**config.mk**
```make
export PLATFORM = sky130hd
export DESIGN_NAME = aud_serial_port
export DESIGN_NICKNAME = d
export VERILOG_FILES = /design/src/rtl/aud_serial_pkg.sv /design/src/rtl/aud_half_timer.sv /design/src/rtl/aud_slot_decode.sv /design/src/rtl/aud_rx_capture.sv /design/src/rtl/aud_serial_port.sv
export SDC_FILE = /design/constraint.sdc
export NUM_CORES = 1
export LEC_CHECK = 0
export BUFFER_PORTS_ARGS = -buffer_cell sky130_fd_sc_hd__buf_2
export CAP_MARGIN = 20
export CORE_ASPECT_RATIO = 1.5
export CORE_MARGIN = 5
export CORE_UTILIZATION = 30
export CTS_CLUSTER_SIZE = 25
export DETAILED_ROUTE_END_ITERATION = 8
export PLACE_DENSITY = 0.43
export SETUP_SLACK_MARGIN = 0.05
export SLEW_MARGIN = 10
export SYNTH_ARGS = -nofsm -noshare
export SYNTH_HDL_FRONTEND = slang
export SYNTH_SLANG_ARGS = --single-unit
```
**constraint.sdc**
```tcl
create_clock -name clk -period 17 [get_ports clk]
set_input_delay 5.1 -clock clk [delete_from_list [all_inputs] [get_ports clk]]
set_output_delay 5.1 -clock clk [all_outputs]
set_load 0.03 [all_outputs]
```
**src/rtl/aud_serial_pkg.sv**
```systemverilog
package aud_serial_pkg;

    typedef enum logic [1:0] {
        FMT_I2S = 2'd0,
        FMT_LJ  = 2'd1,
        FMT_RJ  = 2'd2,
        FMT_RSV = 2'd3
    } frame_fmt_e;

    typedef enum logic [2:0] {
        ST_IDLE,
        ST_LOAD,
        ST_LOW,
        ST_HIGH,
        ST_FIN
    } port_state_e;

endpackage

```
**src/rtl/aud_half_timer.sv**
```systemverilog
module aud_half_timer #(
    parameter int CLK_HALF = 2
) (
    input  logic clk,
    input  logic rst_n,
    input  logic run,
    output logic half_end
);
    generate
        if (CLK_HALF <= 1) begin : g_direct
            assign half_end = run;
        end else begin : g_count
            localparam int CW = $clog2(CLK_HALF);
            logic [CW-1:0] cnt;

            assign half_end = run && (cnt == CW'(CLK_HALF - 1));

            always_ff @(posedge clk or negedge rst_n) begin
                if (!rst_n) begin
                    cnt <= '0;
                end else if (!run || half_end) begin
                    cnt <= '0;
                end else begin
                    cnt <= cnt + 1'b1;
                end
            end
        end
    endgenerate
endmodule

```
**src/rtl/aud_slot_decode.sv**
```systemverilog
module aud_slot_decode
    import aud_serial_pkg::*;
#(
    parameter int DATA_W = 16,
    parameter int T_W    = 7
) (
    input  logic [T_W-1:0]    t,
    input  logic [T_W-1:0]    slot_n,
    input  logic [T_W-1:0]    len,
    input  logic [T_W-1:0]    pad,
    input  frame_fmt_e        fmt,
    input  logic [DATA_W-1:0] sample_l,
    input  logic [DATA_W-1:0] sample_r,
    output logic              ws_lvl,
    output logic              data_vld,
    output logic              right_ch,
    output logic              data_bit
);
    logic             lead;
    logic [T_W-1:0]   u;
    logic [T_W-1:0]   k;
    logic [T_W-1:0]   j;
    logic [T_W-1:0]   idx;
    logic [DATA_W-1:0] sel;
    logic [DATA_W-1:0] mask;

    always_comb begin
        lead     = (fmt == FMT_I2S) && (t == '0);
        u        = (fmt == FMT_I2S) ? (t - T_W'(1)) : t;
        right_ch = (u >= slot_n);
        k        = right_ch ? (u - slot_n) : u;
        if (fmt == FMT_RJ) begin
            j        = k - pad;
            data_vld = !lead && (k >= pad);
        end else begin
            j        = k;
            data_vld = !lead && (k < len);
        end
        idx      = len - T_W'(1) - j;
        sel      = right_ch ? sample_r : sample_l;
        mask     = {{(DATA_W-1){1'b0}}, 1'b1} << idx;
        data_bit = data_vld && (|(sel & mask));
        ws_lvl   = (t >= slot_n);
    end
endmodule

```
**src/rtl/aud_rx_capture.sv**
```systemverilog
module aud_rx_capture #(
    parameter int DATA_W = 16
) (
    input  logic              clk,
    input  logic              rst_n,
    input  logic              clear,
    input  logic              shift_en,
    input  logic              right_sel,
    input  logic              din,
    output logic [DATA_W-1:0] sh_l,
    output logic [DATA_W-1:0] sh_r
);
    always_ff @(posedge clk or negedge rst_n) begin
        if (!rst_n) begin
            sh_l <= '0;
            sh_r <= '0;
        end else if (clear) begin
            sh_l <= '0;
            sh_r <= '0;
        end else if (shift_en) begin
            if (right_sel) begin
                sh_r <= {sh_r[DATA_W-2:0], din};
            end else begin
                sh_l <= {sh_l[DATA_W-2:0], din};
            end
        end
    end
endmodule

```
**src/rtl/aud_serial_port.sv**
```systemverilog
module aud_serial_port
    import aud_serial_pkg::*;
#(
    parameter int DATA_W   = 16,
    parameter int PAD_W    = 4,
    parameter int CLK_HALF = 2,
    parameter int LEN_W    = $clog2(DATA_W + 1)
) (
    input  logic              clk,
    input  logic              rst_n,
    input  logic              start,
    input  logic [1:0]        fmt_sel,
    input  logic [LEN_W-1:0]  word_len,
    input  logic [PAD_W-1:0]  pad_len,
    input  logic [DATA_W-1:0] tx_left,
    input  logic [DATA_W-1:0] tx_right,
    input  logic              sdi,
    output logic              sck,
    output logic              ws,
    output logic              sdo,
    output logic [DATA_W-1:0] rx_left,
    output logic [DATA_W-1:0] rx_right,
    output logic              busy,
    output logic              done
);
    localparam int T_W = $clog2(2 * (DATA_W + (1 << PAD_W)) + 1);

    port_state_e state, state_nx;

    frame_fmt_e        fmt_q;
    frame_fmt_e        fmt_in;
    logic [T_W-1:0]    len_q, pad_q, slot_q, total_q, t_q;
    logic [T_W-1:0]    len_in, len_eff, slot_in, total_in, t_drv;
    logic [DATA_W-1:0] txl_q, txr_q;
    logic [DATA_W-1:0] sh_l, sh_r;
    logic              cur_vld, cur_right;
    logic              half_end, last_bit, accept;
    logic              drv_ws, drv_vld, drv_right, drv_bit;

    assign busy   = (state != ST_IDLE);
    assign accept = (state == ST_IDLE) && start;

    // configuration seen at the start pulse
    always_comb begin
        fmt_in   = (fmt_sel == FMT_RSV) ? FMT_LJ : frame_fmt_e'(fmt_sel);
        len_in   = T_W'(word_len);
        len_eff  = ((len_in == '0) || (len_in > T_W'(DATA_W))) ? T_W'(DATA_W) : len_in;
        slot_in  = len_eff + T_W'(pad_len);
        total_in = {slot_in[T_W-2:0], 1'b0} + T_W'(fmt_in == FMT_I2S);
    end

    assign t_drv    = (state == ST_LOAD) ? '0 : (t_q + T_W'(1));
    assign last_bit = ((t_q + T_W'(1)) == total_q);

    aud_half_timer #(.CLK_HALF(CLK_HALF)) u_timer (
        .clk      (clk),
        .rst_n    (rst_n),
        .run      ((state == ST_LOW) || (state == ST_HIGH)),
        .half_end (half_end)
    );

    aud_slot_decode #(.DATA_W(DATA_W), .T_W(T_W)) u_decode (
        .t        (t_drv),
        .slot_n   (slot_q),
        .len      (len_q),
        .pad      (pad_q),
        .fmt      (fmt_q),
        .sample_l (txl_q),
        .sample_r (txr_q),
        .ws_lvl   (drv_ws),
        .data_vld (drv_vld),
        .right_ch (drv_right),
        .data_bit (drv_bit)
    );

    aud_rx_capture #(.DATA_W(DATA_W)) u_rx (
        .clk       (clk),
        .rst_n     (rst_n),
        .clear     (accept),
        .shift_en  ((state == ST_LOW) && half_end && cur_vld),
        .right_sel (cur_right),
        .din       (sdi),
        .sh_l      (sh_l),
        .sh_r      (sh_r)
    );

    // state register
    always_ff @(posedge clk or negedge rst_n) begin
        if (!rst_n) begin
            state <= ST_IDLE;
        end else begin
            state <= state_nx;
        end
    end

    // next state
    always_comb begin
        state_nx = state;
        unique case (state)
            ST_IDLE: if (start)    state_nx = ST_LOAD;
            ST_LOAD:               state_nx = ST_LOW;
            ST_LOW:  if (half_end) state_nx = ST_HIGH;
            ST_HIGH: if (half_end) state_nx = last_bit ? ST_FIN : ST_LOW;
            ST_FIN:                state_nx = ST_IDLE;
            default:               state_nx = ST_IDLE;
        endcase
    end

    // outputs and datapath
    always_ff @(posedge clk or negedge rst_n) begin
        if (!rst_n) begin
            sck       <= 1'b0;
            ws        <= 1'b1;
            sdo       <= 1'b0;
            done      <= 1'b0;
            rx_left   <= '0;
            rx_right  <= '0;
            fmt_q     <= FMT_LJ;
            len_q     <= '0;
            pad_q     <= '0;
            slot_q    <= '0;
            total_q   <= '0;
            t_q       <= '0;
            txl_q     <= '0;
            txr_q     <= '0;
            cur_vld   <= 1'b0;
            cur_right <= 1'b0;
        end else begin
            unique case (state)
                ST_IDLE: begin
                    if (start) begin
                        fmt_q   <= fmt_in;
                        len_q   <= len_eff;
                        pad_q   <= T_W'(pad_len);
                        slot_q  <= slot_in;
                        total_q <= total_in;
                        txl_q   <= tx_left;
                        txr_q   <= tx_right;
                        t_q     <= '0;
                        done    <= 1'b0;
                    end
                end
                ST_LOAD: begin
                    ws        <= drv_ws;
                    sdo       <= drv_bit;
                    cur_vld   <= drv_vld;
                    cur_right <= drv_right;
                end
                ST_LOW: begin
                    if (half_end) begin
                        sck <= 1'b1;
                    end
                end
                ST_HIGH: begin
                    if (half_end) begin
                        sck <= 1'b0;
                        t_q <= t_q + T_W'(1);
                        if (!last_bit) begin
                            ws        <= drv_ws;
                            sdo       <= drv_bit;
                            cur_vld   <= drv_vld;
                            cur_right <= drv_right;
                        end
                    end
                end
                ST_FIN: begin
                    done     <= 1'b1;
                    rx_left  <= sh_l;
                    rx_right <= sh_r;
                    ws       <= 1'b1;
                    sdo      <= 1'b0;
                end
                default: ;
            endcase
        end
    end
endmodule

```
---- After elaboration in Yosys (flattened, before gate mapping) ----
Cells that the tools add are included.
word-level totals
  bits in registers ....................... 140
  latch bits .............................. 0
  bits in writable memories ............... 0
  bits in read-only memories .............. 0
  output and inout bits ................... 37
  memories ................................ 0
cells by class
  add/subtract/negate cells ............... 9
  multiply operators ...................... 0
  divide/modulo/power cells ............... 0
  magnitude comparators ................... 5
  equality and inequality tests ........... 12
  shift-type cells ........................ 1
  muxes and demuxes ....................... 40
  bitwise gates (word level) .............. 1
  reduce and logical (&&, ||, !) cells .... 36
operators by type and width
  kind                  count
  $mux 16               7
  $mux 7                6
  $and 16x16->16        1
  $reduce_or 16->1      1
  $shl 1x7->16 const A  1
  $reduce_and 3->1      5
  $ge 7x7->1            2
  $pmux 7 s2            1
  $sub 7x1->7 const B   2
  $sub 7x7->7           2
  $mux 1                13
  $mux 3                4
  $pmux 3 s4            1
  $reduce_bool 2->1     6
  $logic_and 1x1->1     8
  $ne 2x2->1 const B    4
  $pmux 1 s2            4
  $reduce_and 2->1      4
  $add 7x1->7           1
  $add 7x1->7 const B   1
  $eq 7x7->1            1
  $ge 7x4->1            1
  $logic_not 7->1       1
  $lt 7x7->1            1
  18 further kinds      26

---- Depth between registers and ports, before layout ----
  depth in word-level cells ............... 16
  gate-level depth with buffers ........... 32
  depth with buffers taken out ............ 30

---- Modules after synthesis ----
From an unflattened synthesis, not the netlist that was laid out.
second synthesis, totals
  cell total of the unflattened synthesis .. 774
  area, all modules ....................... 7611.0 um2
by module, submodules not included
  module           times used  cells an instance  area each (um2)
  aud_serial_port  1           409                4284.1
  aud_slot_decode  1           254                1858.0
  aud_rx_capture   1           108                1427.6
  aud_half_timer   1           3                  41.3

---- Worst setup path after synthesis ----
OpenSTA, ideal clock, no wires.
  path kind ............................... input port to flip-flop
  start ................................... in word_len[3]
  end ..................................... reg total_q[5]
  data arrival time ....................... 7.048 ns
  setup slack ............................. 9.816 ns
  stages on the path ...................... 11
  cell sequence ........................... or4_1 -> ha_1 -> nor2b_1 -> ha_1 -> inv_1 -> fa_1 -> inv_1 -> a21o_1 -> a21oi_1 -> xnor2_1 -> o21ai_0
between the ends
  cells in the longest elaborated chain, start to end .. 5
RTL lines
  element                                               line                    RTL
  from (decl)                                           aud_serial_port.sv:13   input logic [LEN_W-1:0] word_len,
  $gt 5x5->1 / $logic_not 5->1 (equally long branches)  aud_serial_port.sv:47   len_eff = ((len_in == '0) || (len_in > T_W'(DATA_W))) ? T_W'(DATA_W) : len_in;
  $logic_or 1x1->1 *                                    aud_serial_port.sv:47
  $mux 5 *                                              aud_serial_port.sv:47
  via len_eff[0]                                        aud_serial_port.sv:33   logic [T_W-1:0] len_in, len_eff, slot_in, total_in, t_drv;
  $add 5x4->6 *                                         aud_serial_port.sv:48   slot_in = len_eff + T_W'(pad_len);
  $add 7x1->7 *                                         aud_serial_port.sv:49   total_in = {slot_in[T_W-2:0], 1'b0} + T_W'(fmt_in == FMT_I2S);
  to (signal assigned)                                  aud_serial_port.sv:136  total_q <= total_in;
  to (decl)                                             aud_serial_port.sv:32   logic [T_W-1:0] len_q, pad_q, slot_q, total_q, t_q;
Mark *: on every way through the listed nets, which the timed path passes. The rest lies on a longest branch.
A chain may end at the register's enable or synchronous reset.

---- Worst setup path in the final report ----
  start ................................... reg state[0]
  end ..................................... reg sdo
between the ends
  cells in the longest elaborated chain, start to end .. 16
RTL lines
  element                                           line                                           RTL
  from (decl)                                       aud_serial_port.sv:28                          port_state_e state, state_nx;
  from (signal assigned)                            aud_serial_port.sv:92                          state <= state_nx;
  $eq 3x1->1                                        aud_serial_port.sv:52, aud_serial_port.sv:129
  $mux 7                                            aud_serial_port.sv:52                          assign t_drv = (state == ST_LOAD) ? '0 : (t_q + T_W'(1));
  $sub 7x1->7                                       aud_slot_decode.sv:29                          u = (fmt == FMT_I2S) ? (t - T_W'(1)) : t;
  $mux 7                                            aud_slot_decode.sv:29
  $sub 7x7->7 / $ge 7x7->1 (equally long branches)  aud_slot_decode.sv:31, aud_slot_decode.sv:30
  $mux 7                                            aud_slot_decode.sv:31                          k = right_ch ? (u - slot_n) : u;
  $sub 7x4->7                                       aud_slot_decode.sv:33                          j = k - pad;
  $mux 7                                            aud_slot_decode.sv:32                          if (fmt == FMT_RJ) begin
  $sub 7x7->7                                       aud_slot_decode.sv:39                          idx = len - T_W'(1) - j;
  $shl 1x7->16                                      aud_slot_decode.sv:41                          mask = {{(DATA_W-1){1'b0}}, 1'b1} << idx;
  $and 16x16->16                                    aud_slot_decode.sv:42                          data_bit = data_vld && (|(sel & mask));
  $reduce_or 16->1                                  aud_slot_decode.sv:42
  $logic_and 1x1->1                                 aud_slot_decode.sv:42
  $mux 1                                            aud_serial_port.sv:158                         if (!last_bit) begin
  $mux 1                                            aud_serial_port.sv:155                         if (half_end) begin
  $pmux 1 s3                                        aud_serial_port.sv:129                         unique case (state)
  to (signal assigned)                              aud_serial_port.sv:145                         sdo <= drv_bit;
  to (signal assigned)                              aud_serial_port.sv:160                         sdo <= drv_bit;
  to (decl)                                         aud_serial_port.sv:20                          output logic sdo,
Parallel ways exist; a longest one is shown, timed or not. The select of a mux whose other input is x is not followed.

==> flow_summary.ini <==
[clocking]
clkSinkCount = 131
cts_hold_buf = 0
numCtsBuffers = 17
postCtsResizedCells = 0
cts_tree = yes
clock_latency_ns = 0.42
path_clk_slew_ns = 0.06
cts_root_buf = clkbuf_16
post_cts_buffers = 0
clk_path_buf_depth = 2
h-tree-depth = 4

[yosys]
syn_area_um2 = 7210
synth_top_area_share_pct = 44.8
synthArstFlopShare_pct = 100
ys_warn_count = 0
synth-edff-count = 0
dominantRegCellSynth = dfrtp_1
yosys.area.top_type = dfrtp_1
synth.top_cells.by_count = 303 x nand2_1, 129 x dfrtp_1, 54 x a21oi_1
synth_nets = 933
ys_ff_latch = 131
synthTopCellsByArea = dfrtp_1 45%, nand2_1 16%, ha_1 5.4%
syn_area_per_cell_um2 = 8.47
syn_inst = 851
yosysMostFrequentCell = nand2_1
synth.distinct_cells = 62
ys_seq_area_share_pct = 45.5

[route]
postRouteAntennaNets = 0
dr_total_vias = 5801
viasPerCell = 4.64
wl_per_cell_um = 14.8
drc = 0
routed_wl_mm = 18.5
dr.pass1.iters = 4
drt_iter0_markers = 248

[floorplan]
dieHeight_um = 200
initial_core_util_pct = 30.4
core-area_um2 = 23700
dieArea_um2 = 27300
rows = 69
die-width_um = 137
pin_count = 84

[setup_path]
end_kind = flop
cpMaxStageDelayCell = xor2_1
cp_max_fo = 12
critical-path-max-stage-delay_ns = 0.79
reg2reg_depth = 28
crit_arrival_ns = 8.01
start_kind = flop
worstSetupPathType = flop to flop
cp_data_required_time_ns = 17.35
crit_family = simple AND/OR/NAND/NOR gates
worst-path-buf-inv = 3
path_depth = 28

[finish]
drive_above_1_share_pct = 16.1
n_antenna_cell = 0
fin_cells = 1250
fin_nets = 1000
area_delta_synth_final_pct = 17.5
postLayoutCoreUtil_pct = 35.7

[sta]
period_share_pct = 45.0
setup_tns_ns = 0
hold_slack_ns = 0.463
fin_skew_ns = 0.0113
worst_slew_pin_slew_ns = 1.04
fin_crit_ns = 7.66
rsz0062_at_grt = false
hold_violations = 0
maxSlewHeadroom_pct = 30.7
setup_viol = 0
max_freq_mhz = 131
maxSlewViolCount = 0

[global_route]
use_met2_pct = 25.6
grt_overflow_total = 0
grt_pass1_vias = 5888
track_usage_pct = 14.1
antenna_found_initial = 0
grt_pass1_wl_mm = 30.5
busiest_layer = met2
grt.met1_usage_pct = 16.5
use_met3_pct = 2.71
grt_max_degree = 69

[worst_hold_path]
hp-class = flop to flop
hold_path_depth = 2

[placement]
port-buffer-count = 83
dp.cells = 1217
dp_hpwl_mm = 13.5
routabilityCongestion = 0.782

[run_status]
status = complete, no violations

[job]
drv_cap = 0
worst reg2reg max path: cells and delay by family (launching register included):
kind | cells | cell delay, ns
multiplexers | 1 | 0.31
adder cells (fa/ha/maj) | 5 | 1.62
buffers and inverters | 3 | 0.51
XOR/XNOR | 2 | 1.05
AO/OA/AOI/OAI | 8 | 1.43
AND/OR/NAND/NOR | 9 | 2.12
flip-flops | 1 | 0.55
cells in the final DEF (no fill, tap or decap), types with 3 or more instances in the layout:
cell / count
o31ai_1: 5
nand2_1: 303
fa_1: 4
o21ai_0: 33
or3_1: 3
nor3_1: 9
nand4_1: 6
clkinvlp_4: 3
buf_2: 82
o211ai_1: 7
buf_4: 8
o21a_1: 3
mux2i_1: 7
ha_1: 31
xor2_1: 7
mux2_2: 10
or2_2: 3
a31oi_1: 5
nor4_1: 3
nand3_1: 14
a21o_1: 11
nor2_1: 33
dfrtp_1: 129
a211oi_1: 4
clkbuf_16: 17
nor2b_1: 8
a21oi_1: 54
inv_6: 6
and2_1: 4
xnor2_1: 22
a311oi_1: 3
nand2b_1: 8
and3_1: 6
inv_8: 3
nand3b_1: 3
inv_1: 34
metal layers:
metal  vias to the layer above  part of all wire [%]
met5                         -                     0
met4                         0                   1.7
met3                        20                   3.3
met2                        92                    52
met1                      2730                    43
li1                       2959                     -
state kept, by name, summed over array words and instances (netlist names), 4 cells and up:
register and cells:
rx_left 16, rx_right 16, txl_q 16, txr_q 16
u_rx.sh_l 16, u_rx.sh_r 16, t_q 7, total_q 7
len_q 5, pad_q 4
cell type report:
cell class                 instances  area, um2
clock buffer                      17        425
clock inverter                    15        139
fill                            2575      15300
inverter                          34        128
multi-input combinational        643       3620
sequential                       131       3280
tap                              319        399
timing repair buffer              91        482
through the flow:
step	setup WS, ns	instance area [um2]
after global placement	9.49	7900
after global routing	8.66	8470
after detailed placement	9.31	7900
after CTS	9.28	8470
after floorplan	9.82	7210
final	9.34	8470
path summary, 6_finish.rpt:
path	from	to	slack (ns)
worst max register to register	state[0]	sdo	9.34
max in group asynchronous	rst_n	sdo	11.04
worst max-delay path	state[0]	sdo	9.34
worst min-delay path	fmt_q[0]	fmt_q[0]	0.46
min in group asynchronous	rst_n	fmt_q[1]	4.65
worst min register to register	fmt_q[0]	fmt_q[0]	0.46
logic make-up after synthesis:
kind of cell	share of synthesized area, %
AND/OR/NAND/NOR	24.2
AO/OA/AOI/OAI	12.2
flip-flops	45.5
buffers and inverters	4.41
adder cells (fa/ha/maj)	6.63
XOR/XNOR	3.52
multiplexers	3.49
Power is not shown: default switching activity piles up to over one toggle a cycle in this logic, so the estimate is an artifact.
